**config.mk**
```make
export PLATFORM = sky130hd
export DESIGN_NAME = pbus_wlw_if
export DESIGN_NICKNAME = d
export VERILOG_FILES = /design/src/rtl/pbus_pkg.sv /design/src/rtl/pbus_edge.sv /design/src/rtl/pbus_ctrl.sv /design/src/rtl/pbus_capture.sv /design/src/rtl/pbus_wlw_if.sv
export SDC_FILE = /design/constraint.sdc
export NUM_CORES = 1
export LEC_CHECK = 0
export BUFFER_PORTS_ARGS = -buffer_cell sky130_fd_sc_hd__buf_2
export CORE_MARGIN = 8
export CORE_UTILIZATION = 45
export CTS_BUF_LIST = sky130_fd_sc_hd__clkbuf_8
export CTS_CLUSTER_SIZE = 12
export DETAILED_ROUTE_END_ITERATION = 7
export PLACE_DENSITY_LB_ADDON = 0.3
export SLEW_MARGIN = 30
export SYNTH_ARGS = -nofsm -noshare
export SYNTH_HDL_FRONTEND = slang
export SYNTH_SLANG_ARGS = --single-unit
```
**constraint.sdc**
```tcl
create_clock -name clk -period 5.25 [get_ports clk]
set_input_delay 0.525 -clock clk [delete_from_list [all_inputs] [get_ports clk]]
set_output_delay 0.525 -clock clk [all_outputs]
set_load 0.05 [all_outputs]
```
**src/rtl/pbus_pkg.sv**
```systemverilog
package pbus_pkg;

    // Controller states of the bus slave
    typedef enum logic [2:0] {
        ST_IDLE    = 3'd0,
        ST_RD_REQ  = 3'd1,
        ST_RD_WAIT = 3'd2,
        ST_RD_HOLD = 3'd3,
        ST_ACK     = 3'd4
    } bus_state_e;

    // Bit positions of the bus controls in the edge detector vector
    localparam int SIG_STB = 0;
    localparam int SIG_CE  = 1;
    localparam int NUM_CTL = 2;

endpackage

```
**src/rtl/pbus_edge.sv**
```systemverilog
module pbus_edge #(
    parameter int N       = 2,
    parameter bit ASYNC   = 1'b1,
    parameter int STAGES  = 2
) (
    input  logic         clk,
    input  logic         rst_n,
    input  logic [N-1:0] raw,
    output logic [N-1:0] lvl,
    output logic [N-1:0] fall,
    output logic [N-1:0] rise
);

    logic [N-1:0] cur;
    logic [N-1:0] prev_q;

    if (ASYNC) begin : g_async
        // Synchronizer chain, one flop per stage per control
        logic [N-1:0] stg_q [STAGES];

        always_ff @(posedge clk or negedge rst_n) begin
            if (!rst_n) begin
                for (int i = 0; i < STAGES; i++) begin
                    stg_q[i] <= '1;
                end
            end else begin
                stg_q[0] <= raw;
                for (int i = 1; i < STAGES; i++) begin
                    stg_q[i] <= stg_q[i-1];
                end
            end
        end

        assign cur = stg_q[STAGES-1];
    end else begin : g_sync
        assign cur = raw;
    end

    always_ff @(posedge clk or negedge rst_n) begin
        if (!rst_n) begin
            prev_q <= '1;
        end else begin
            prev_q <= cur;
        end
    end

    assign lvl  = cur;
    assign fall = prev_q & ~cur;
    assign rise = ~prev_q & cur;

    // an edge pulse never lasts more than one clock
    p_fall_pulse_r2: assert property (@(posedge clk) disable iff (!rst_n)
        (|fall) |=> ((fall & $past(fall)) == '0));

endmodule

```
**src/rtl/pbus_ctrl.sv**
```systemverilog
module pbus_ctrl
    import pbus_pkg::*;
#(
    parameter int AW = 8
) (
    input  logic          clk,
    input  logic          rst_n,
    input  logic          wide_mode,
    input  logic          start,
    input  logic          stop,
    input  logic          rd_wr,
    input  logic [AW-1:0] addr,
    output logic          wen_ls,
    output logic          wen_ms,
    output logic          rd_load,
    output logic          rd_msw,
    output logic          req_valid,
    output logic          req_write,
    output logic          req_mem,
    output logic [AW-2:0] req_addr,
    output logic          dtack_q,
    output logic          oe
);

    bus_state_e state_q;
    bus_state_e state_d;

    logic          half_q;      // 1: next 16-bit access is the upper half
    logic          req_q;
    logic          req_write_q;
    logic          req_mem_q;
    logic [AW-2:0] req_addr_q;
    logic          rd_msw_q;
    logic          dtack_r;
    logic          oe_q;

    logic accept;
    logic narrow_ms;
    logic issue_wr;
    logic issue_rd;

    assign accept    = start && (state_q == ST_IDLE);
    assign narrow_ms = !wide_mode && half_q;
    assign issue_wr  = accept && !rd_wr && (wide_mode || half_q);
    assign issue_rd  = accept && rd_wr && !narrow_ms;

    // Capture enables act on the same edge that accepts the access
    assign wen_ls  = accept && !rd_wr && (wide_mode || !half_q);
    assign wen_ms  = accept && !rd_wr && (wide_mode || half_q);
    assign rd_load = (state_q == ST_RD_WAIT) && !stop;

    // Next-state logic
    always_comb begin
        state_d = state_q;
        unique case (state_q)
            ST_IDLE: begin
                if (start) begin
                    if (!rd_wr) begin
                        state_d = ST_ACK;
                    end else if (narrow_ms) begin
                        state_d = ST_RD_HOLD;
                    end else begin
                        state_d = ST_RD_REQ;
                    end
                end
            end
            ST_RD_REQ:  state_d = stop ? ST_IDLE : ST_RD_WAIT;
            ST_RD_WAIT: state_d = stop ? ST_IDLE : ST_RD_HOLD;
            ST_RD_HOLD: state_d = stop ? ST_IDLE : ST_ACK;
            ST_ACK:     state_d = stop ? ST_IDLE : ST_ACK;
            default:    state_d = ST_IDLE;
        endcase
    end

    // State register
    always_ff @(posedge clk or negedge rst_n) begin
        if (!rst_n) begin
            state_q <= ST_IDLE;
        end else begin
            state_q <= state_d;
        end
    end

    // Registered outputs
    always_ff @(posedge clk or negedge rst_n) begin
        if (!rst_n) begin
            half_q      <= 1'b0;
            req_q       <= 1'b0;
            req_write_q <= 1'b0;
            req_mem_q   <= 1'b0;
            req_addr_q  <= '0;
            rd_msw_q    <= 1'b0;
            dtack_r     <= 1'b1;
            oe_q        <= 1'b0;
        end else begin
            req_q   <= issue_wr || issue_rd;
            dtack_r <= (state_d != ST_ACK);
            oe_q    <= (state_d == ST_RD_HOLD) || ((state_d == ST_ACK) && oe_q);
            if (accept) begin
                req_write_q <= !rd_wr;
                req_mem_q   <= addr[AW-1];
                req_addr_q  <= addr[AW-2:0];
                rd_msw_q    <= narrow_ms;
                half_q      <= wide_mode ? 1'b0 : !half_q;
            end
        end
    end

    assign rd_msw    = rd_msw_q;
    assign req_valid = req_q;
    assign req_write = req_write_q;
    assign req_mem   = req_mem_q;
    assign req_addr  = req_addr_q;
    assign dtack_q   = dtack_r;
    assign oe        = oe_q;

    // a request is a single-cycle pulse
    p_req_pulse_r3: assert property (@(posedge clk) disable iff (!rst_n)
        req_q |=> !req_q);

    // a 16-bit write request only follows the upper-half access
    p_narrow_wr_r4: assert property (@(posedge clk) disable iff (!rst_n)
        (req_q && req_write_q && !wide_mode) |-> !half_q);

    // read data is enabled at least one clock before acknowledge
    p_oe_before_ack_r6: assert property (@(posedge clk) disable iff (!rst_n)
        ($fell(dtack_r) && !req_write_q) |-> $past(oe_q));

    // no acknowledge while idle
    p_ack_idle_r8: assert property (@(posedge clk) disable iff (!rst_n)
        (state_q == ST_IDLE) |-> dtack_r);

endmodule

```
**src/rtl/pbus_capture.sv**
```systemverilog
module pbus_capture #(
    parameter int DW = 32
) (
    input  logic          clk,
    input  logic          rst_n,
    input  logic          wide_mode,
    input  logic [DW-1:0] dq_in,
    input  logic          wen_ls,
    input  logic          wen_ms,
    input  logic          rd_load,
    input  logic          rd_sel_mem,
    input  logic          rd_msw,
    input  logic [DW-1:0] reg_rdata,
    input  logic [DW-1:0] mem_rdata,
    output logic [DW-1:0] wdata,
    output logic [DW-1:0] dq_out
);

    localparam int HW = DW / 2;

    logic [HW-1:0] wcap_ls_q;
    logic [HW-1:0] wcap_ms_q;
    logic [HW-1:0] ms_in;
    logic [DW-1:0] rcap_q;
    logic [DW-1:0] rd_src;

    // Upper write half: upper bus lines in 32-bit mode, lower lines in 16-bit mode
    assign ms_in  = wide_mode ? dq_in[DW-1:HW] : dq_in[HW-1:0];
    // Read capture source: memory or register space
    assign rd_src = rd_sel_mem ? mem_rdata : reg_rdata;

    always_ff @(posedge clk or negedge rst_n) begin
        if (!rst_n) begin
            wcap_ls_q <= '0;
            wcap_ms_q <= '0;
            rcap_q    <= '0;
        end else begin
            if (wen_ls) begin
                wcap_ls_q <= dq_in[HW-1:0];
            end
            if (wen_ms) begin
                wcap_ms_q <= ms_in;
            end
            if (rd_load) begin
                rcap_q <= rd_src;
            end
        end
    end

    assign wdata = {wcap_ms_q, wcap_ls_q};

    always_comb begin
        if (wide_mode) begin
            dq_out = rcap_q;
        end else if (rd_msw) begin
            dq_out = {{HW{1'b0}}, rcap_q[DW-1:HW]};
        end else begin
            dq_out = {{HW{1'b0}}, rcap_q[HW-1:0]};
        end
    end

    // the upper-half select stays fixed in 32-bit mode
    p_rsel_fixed_r5: assert property (@(posedge clk) disable iff (!rst_n)
        (wide_mode && rd_load) |-> !rd_msw);

    // an upper-half read never reloads the capture register
    p_ms_no_load_r7: assert property (@(posedge clk) disable iff (!rst_n)
        rd_msw |-> !rd_load);

endmodule

```
**src/rtl/pbus_wlw_if.sv**
```systemverilog
module pbus_wlw_if
    import pbus_pkg::*;
#(
    parameter int DW          = 32,
    parameter int AW          = 8,
    parameter bit ASYNC_BUS   = 1'b1,
    parameter int SYNC_STAGES = 2
) (
    input  logic          clk,
    input  logic          rst_n,
    input  logic          wide_mode,
    input  logic          stb_n,
    input  logic          ce_n,
    input  logic          rd_wr,
    input  logic [AW-1:0] addr,
    input  logic [DW-1:0] dq_in,
    output logic [DW-1:0] dq_out,
    output logic          dq_oe,
    output logic          dtack_n,
    output logic          req_valid,
    output logic          req_write,
    output logic          req_mem,
    output logic [AW-2:0] req_addr,
    output logic [DW-1:0] req_wdata,
    input  logic [DW-1:0] reg_rdata,
    input  logic [DW-1:0] mem_rdata
);

    logic [NUM_CTL-1:0] ctl_raw;
    logic [NUM_CTL-1:0] ctl_lvl;
    logic [NUM_CTL-1:0] ctl_fall;
    logic [NUM_CTL-1:0] ctl_rise;

    logic start;
    logic stop;
    logic wen_ls;
    logic wen_ms;
    logic rd_load;
    logic rd_msw;
    logic dtack_q;

    assign ctl_raw[SIG_STB] = stb_n;
    assign ctl_raw[SIG_CE]  = ce_n;

    pbus_edge #(
        .N      (NUM_CTL),
        .ASYNC  (ASYNC_BUS),
        .STAGES (SYNC_STAGES)
    ) u_edge (
        .clk   (clk),
        .rst_n (rst_n),
        .raw   (ctl_raw),
        .lvl   (ctl_lvl),
        .fall  (ctl_fall),
        .rise  (ctl_rise)
    );

    // Access begins when the second of strobe and enable goes active
    assign start = (ctl_fall[SIG_STB] && !ctl_lvl[SIG_CE]) ||
                   (ctl_fall[SIG_CE]  && !ctl_lvl[SIG_STB]);
    assign stop  = ctl_rise[SIG_STB] || ctl_rise[SIG_CE];

    pbus_ctrl #(
        .AW (AW)
    ) u_ctrl (
        .clk       (clk),
        .rst_n     (rst_n),
        .wide_mode (wide_mode),
        .start     (start),
        .stop      (stop),
        .rd_wr     (rd_wr),
        .addr      (addr),
        .wen_ls    (wen_ls),
        .wen_ms    (wen_ms),
        .rd_load   (rd_load),
        .rd_msw    (rd_msw),
        .req_valid (req_valid),
        .req_write (req_write),
        .req_mem   (req_mem),
        .req_addr  (req_addr),
        .dtack_q   (dtack_q),
        .oe        (dq_oe)
    );

    pbus_capture #(
        .DW (DW)
    ) u_capture (
        .clk        (clk),
        .rst_n      (rst_n),
        .wide_mode  (wide_mode),
        .dq_in      (dq_in),
        .wen_ls     (wen_ls),
        .wen_ms     (wen_ms),
        .rd_load    (rd_load),
        .rd_sel_mem (req_mem),
        .rd_msw     (rd_msw),
        .reg_rdata  (reg_rdata),
        .mem_rdata  (mem_rdata),
        .wdata      (req_wdata),
        .dq_out     (dq_out)
    );

    // Release acknowledge as soon as the end of the strobe is detected
    assign dtack_n = dtack_q || stop;

endmodule

```
* After elaboration in Yosys (flattened, before gate mapping)
Index checks and enable logic that the tools add are counted.
** Cells by class
- $add $sub $neg :: 0
- $mul :: 0
- Div/mod/pow operators :: 0
- Order comparisons :: 0
- Eq/ne operators :: 7
- Shift-type cells :: 0
- Multiplexer cells :: 12
- Bitwise logic cells :: 4
- Reduce and logical (&&, ||, !) cells :: 27
** Operator list (number)
- 32-bit two-way mux :: 2
- 16-bit two-way mux :: 2
- 3-bit case mux with 4 select lines :: 1
- 1-bit logical AND :: 11
- 3-bit by 2-bit equality test with 1-bit output, second input constant :: 3
- 3-bit two-way mux :: 3
- 1-bit logical NOT :: 7
- 1-bit logical OR :: 7
- 3-bit equality test, second input constant :: 2
- 2-bit two-way mux :: 3
- 2-bit bitwise AND :: 2
- 2-bit NOT :: 2
- 3-bit by 1-bit equality test with 1-bit output, second input constant :: 1
- 3-bit logical NOT :: 1
- 3-bit != test, second input constant :: 1
- 2-bit OR reduction :: 1
- 1-bit two-way mux :: 1
** Storage, ports and cells
- Register bits after elaboration :: 87
- Bits in latches :: 0
- Bits in writable memories :: 0
- Bits in read-only memories :: 0
- Input bits :: 110
- Output and inout port bits :: 76
- Word-level logic and storage cells :: 65
- Memories :: 0

* Depth between registers and ports, before layout
- Depth in word-level cells :: 9
- Depth in mapped cells :: 8

* Hierarchy
Synthesis repeated with hierarchy kept, for this count alone.
** Unflattened totals
- Cells, all modules :: 371
- Area, all modules :: 4102.7 um^2
** By module, submodules not included
- pbus_capture :: instances 1, cells an instance 279, area an instance 3140.5 um^2
- pbus_ctrl :: instances 1, cells an instance 75, area an instance 728.2 um^2
- pbus_edge :: instances 1, cells an instance 12, area an instance 207.7 um^2
- pbus_wlw_if :: instances 1, cells an instance 5, area an instance 26.3 um^2

* Worst setup path before layout
No wires, ideal clock.
- Path kind :: input-to-output
- Start :: in wide_mode
- End :: out dq_out[10]
- Data arrival time :: 2.090 ns
- Setup slack :: 2.635 ns
- Cell stages on the path :: 5
- Path buffers :: 3
- Path through :: clkbuf_1 > nand2b_1 > clkbuf_1 > clkbuf_1 > mux2_2
** Between the ends
- Longest elaborated chain between the ends :: 1
** Ends and longest elaborated chain
- start, declared :: line pbus_wlw_if.sv:11 : input logic wide_mode,
- 32-bit two-way mux :: line pbus_capture.sv:53 : if (wide_mode) begin
- end, declared :: line pbus_wlw_if.sv:17 : output logic [DW-1:0] dq_out,
Every way passes these cells.

* Worst setup path after layout
- Start :: in wide_mode
- End :: out dq_out[14]
Same word-level chain as after synthesis.

==> impl_metrics.py <==
metrics = {
    "synthesis": {
        "synthTopCellsByArea": "dfrtp_1, mux2_2, dfstp_2",
        "ys.flop_type": "dfrtp_1",
        "syn-num-nets": 450,
        "ys_async_sr_fraction": 1.00,
        "ys_ff_latch": 87,
        "synth_most_common_cell": "mux2_2",
        "synthCells": 340,
        "syn-cell-area_um2": 4190,
        "yosysWarnings": 0,
        "yosys.cell_types.count": 32,
        "synth_top_area_frac": 0.478,
        "synth_edf_count": 0,
        "yosysTopAreaCell": "dfrtp_1",
        "synth_seq_area_share": 0.521,
        "synth_area_per_cell_um2": 12.3,
        "synthTopCellsByCount": "mux2_2, dfrtp_1, nand2_1, nor2_1, a21oi_1",
    },
    "clocking": {
        "clk_path_buf_depth": 2,
        "cts_hold_buf": 0,
        "clk_pin_slew_ns": 0.09,
        "cts_tree": "yes",
        "cts_resized": 0,
        "htreeDepth": 3,
        "numCtsBuffers": 9,
        "post_cts_buffers": 0,
        "cts-root-buf": "clkbuf_8",
        "cts_sinks": 87,
        "worstSkewPairLatency_ns": 0.33,
    },
    "drt": {
        "wl_per_cell_um": 16.7,
        "wl_mm": 10.5,
        "num_vias": 3140,
        "final_antenna_net_count": 0,
        "first_pass_iters": 4,
        "via_per_inst": 4.98,
        "first_iter_violations": 154,
        "drc": 0,
    },
    "timing": {
        "hold_viol_final": 0,
        "tightest_slew_ns": 0.917,
        "setup_viol_count_final": 0,
        "fin_crit_sh": 0.589,
        "worst_slack_ns": 2.16,
        "clock.fmax_ghz": 0.323,
        "rsz0062_at_grt": "no",
        "finalClockSkew_ns": 0.0106,
        "min_period_ns": 3.09,
        "slew_violations": 0,
        "slew_headroom": 0.389,
        "finalSetupTns_ns": 0,
    },
    "pwr": {
        "seqPwrFrac": 0.317,
        "ir_worst_vdd_v": 0.000391,
        "switching_share": 0.494,
        "p_switching_w": 0.00184,
        "clockPowerShare": 0.122,
        "power_w": 0.00372,
        "p_comb_frac": 0.562,
        "p_leak_nw": 2.69,
        "power_density_nw_per_um2": 693,
        "p_int_w": 0.00188,
    },
    "worst_hold_path": {
        "min_path_type": "in -> async",
    },
    "floorplan": {
        "core_area_um2": 9150,
        "rows": 35,
        "dieWidth_um": 113,
        "initial_core_util": 0.458,
        "io_pins": 186,
        "dieArea_um2": 12700,
        "dieHeight_um": 113,
    },
    "worst_setup_path": {
        "cp_max_fo": 37,
        "cp-start-kind": "input pin",
        "cp_slowest_cell": "nand2b_1",
        "worstPathCellList": "buf_2 -> nand2b_1 -> mux2_2 -> buf_2",
        "crit_path_frequent_cell": "buf_2",
        "cp.required_ns": 4.72,
        "path_buf_inv": 2,
        "critPathArrivalTime_ns": 2.57,
        "cpPeakStageDelay_ns": 0.76,
        "crit_type": "in -> out",
        "crit_family": "buffers and inverters",
        "worst_setup_path_end_kind": "output pin",
    },
    "global_routing": {
        "grt_antenna_before_repair": 0,
        "overflow": 0,
        "grt_pass1_wl_mm": 17.1,
        "grt_pass1_vias": 3464,
        "grt_max_degree": 88,
        "grt_use_total": 0.164,
    },
    "cells_and_area": {
        "finalNetCount": 625,
        "area_growth_pct": 28.0,
        "diodes": 0,
        "drive_gt1_frac": 0.590,
    },
    "flow_run": {
        "max_cap_viol_count": 0,
    },
    "placed_design": {
        "dp_hpwl_mm": 8.08,
        "place_ws_ns": 2.11,
        "portBuffers": 185,
        "place_congestion": 0.846,
    },
    "run_status": {
        "status": "complete, no violations",
    },
}
cell usage in the layout (no fill, tap or decap), types with 2 or more instances in the layout:
cell type / netlist / layout
buf_2: 2 / 184
mux2_2: 86 / 86
dfrtp_1: 80 / 80
nand2_1: 31 / 31
nor2_1: 21 / 21
a21oi_1: 18 / 18
mux2i_1: 17 / 17
and2_1: 16 / 16
mux2_4: 10 / 10
clkbuf_8: 0 / 10
dfstp_2: 7 / 7
inv_1: 2 / 4
nand2b_1: 3 / 3
nor2b_1: 3 / 3
buf_4: 0 / 3
o22ai_1: 2 / 2
o21bai_1: 2 / 2
o32ai_1: 2 / 2
nor3_1: 3 / 2
a22oi_1: 2 / 2
or3_1: 2 / 2
clkinv_4: 0 / 2
worst reg2reg max path, cell delays in order (launching register included):
cell	delay [ns]
dfrtp_1	0.47
or4_4	0.57
or2_1	0.44
or3_1	0.81
mux2_4	0.44
power groups by stage:
stage	Clock (W)	Sequential [W]	Combinational (W)
CTS	0.000469	0.00118	0.00211
finish	0.000452	0.00118	0.00209
detailed placement	0	0.00119	0.00211
global route	0.000496	0.00122	0.00221
global placement	0	0.00118	0.00207
floorplan	0	0.00170	0.00111
cells by family after synthesis:
kind of cell           after synthesis  synth area share
AND/OR/NAND/NOR                     82            0.0919
multiplexers                       113             0.307
XOR/XNOR                             2           0.00418
AO/OA/AOI/OAI                       30            0.0436
flip-flops                          87             0.521
buffers and inverters               26            0.0313
flip-flops by register name, summed over array words and instances (netlist names), 2 cells and up:
signal and cells:
u_capture.rcap_q 32, u_capture.wcap_ls_q 16, u_capture.wcap_ms_q 16, u_ctrl.req_addr 7
u_ctrl.state_q 3, u_edge.g_async.stg_q 2, u_edge.lvl 2, u_edge.prev_q 2
routing by layer:
layer | vias to the layer above | wire, µm | track usage | part of all wire
li1 | 1531 | - | - | -
met3 | 6 | 1080 | 0.0644 | 0.10
met1 | 1462 | 4420 | 0.194 | 0.42
met5 | - | 0 | 0 | 0
met4 | 0 | 62 | 0.0486 | 0.0059
met2 | 141 | 4990 | 0.270 | 0.47
path summary, 6_finish.rpt:
path | startpoint | to | slack [ns] | depth (start not counted)
setup / recovery | wide_mode | dq_out[14] | 2.16 | 4
hold / removal | rst_n | u_capture.rcap_q[19]$_DFFE_PN0P_ | 0.21 | 1
setup reg to reg | u_ctrl.state_q[0]$_DFF_PN0_ | u_capture.wcap_ls_q[10]$_DFFE_PN0P_ | 2.40 | 4
hold reg to reg | u_edge.g_async.stg_q[2]$_DFF_PN1_ | u_edge.lvl[0]$_DFF_PN1_ | 0.36 | 0
max in group asynchronous | rst_n | u_ctrl.req_valid$_DFF_PN0_ | 4.47 | 1
min in group clk | stb_n | u_edge.g_async.stg_q[2]$_DFF_PN1_ | 0.28 | 1
metrics by stage:
step                      hold WS (ns)  area (µm²)  utilization  std cells
after floorplan                  0.229        4190            -        340
after global placement           0.346        5160        0.564        615
after detailed placement         0.349        5170        0.564        615
after CTS                        0.255        5370        0.586        631
after global routing             0.255        5370        0.586        631
final                            0.213        5370        0.586        631
cell type report:
| class | count | area, µm² |
|---|---|---|
| Clock buffer | 10 | 138 |
| Tap cell | 111 | 139 |
| Inverter | 2 | 7.51 |
| Timing Repair Buffer | 188 | 955 |
| Fill cell | 793 | 3790 |
| Multi-Input combinational cell | 227 | 1880 |
| Sequential cell | 87 | 2190 |
| Clock inverter | 6 | 62.6 |
Power figures use the tool's default switching activity.
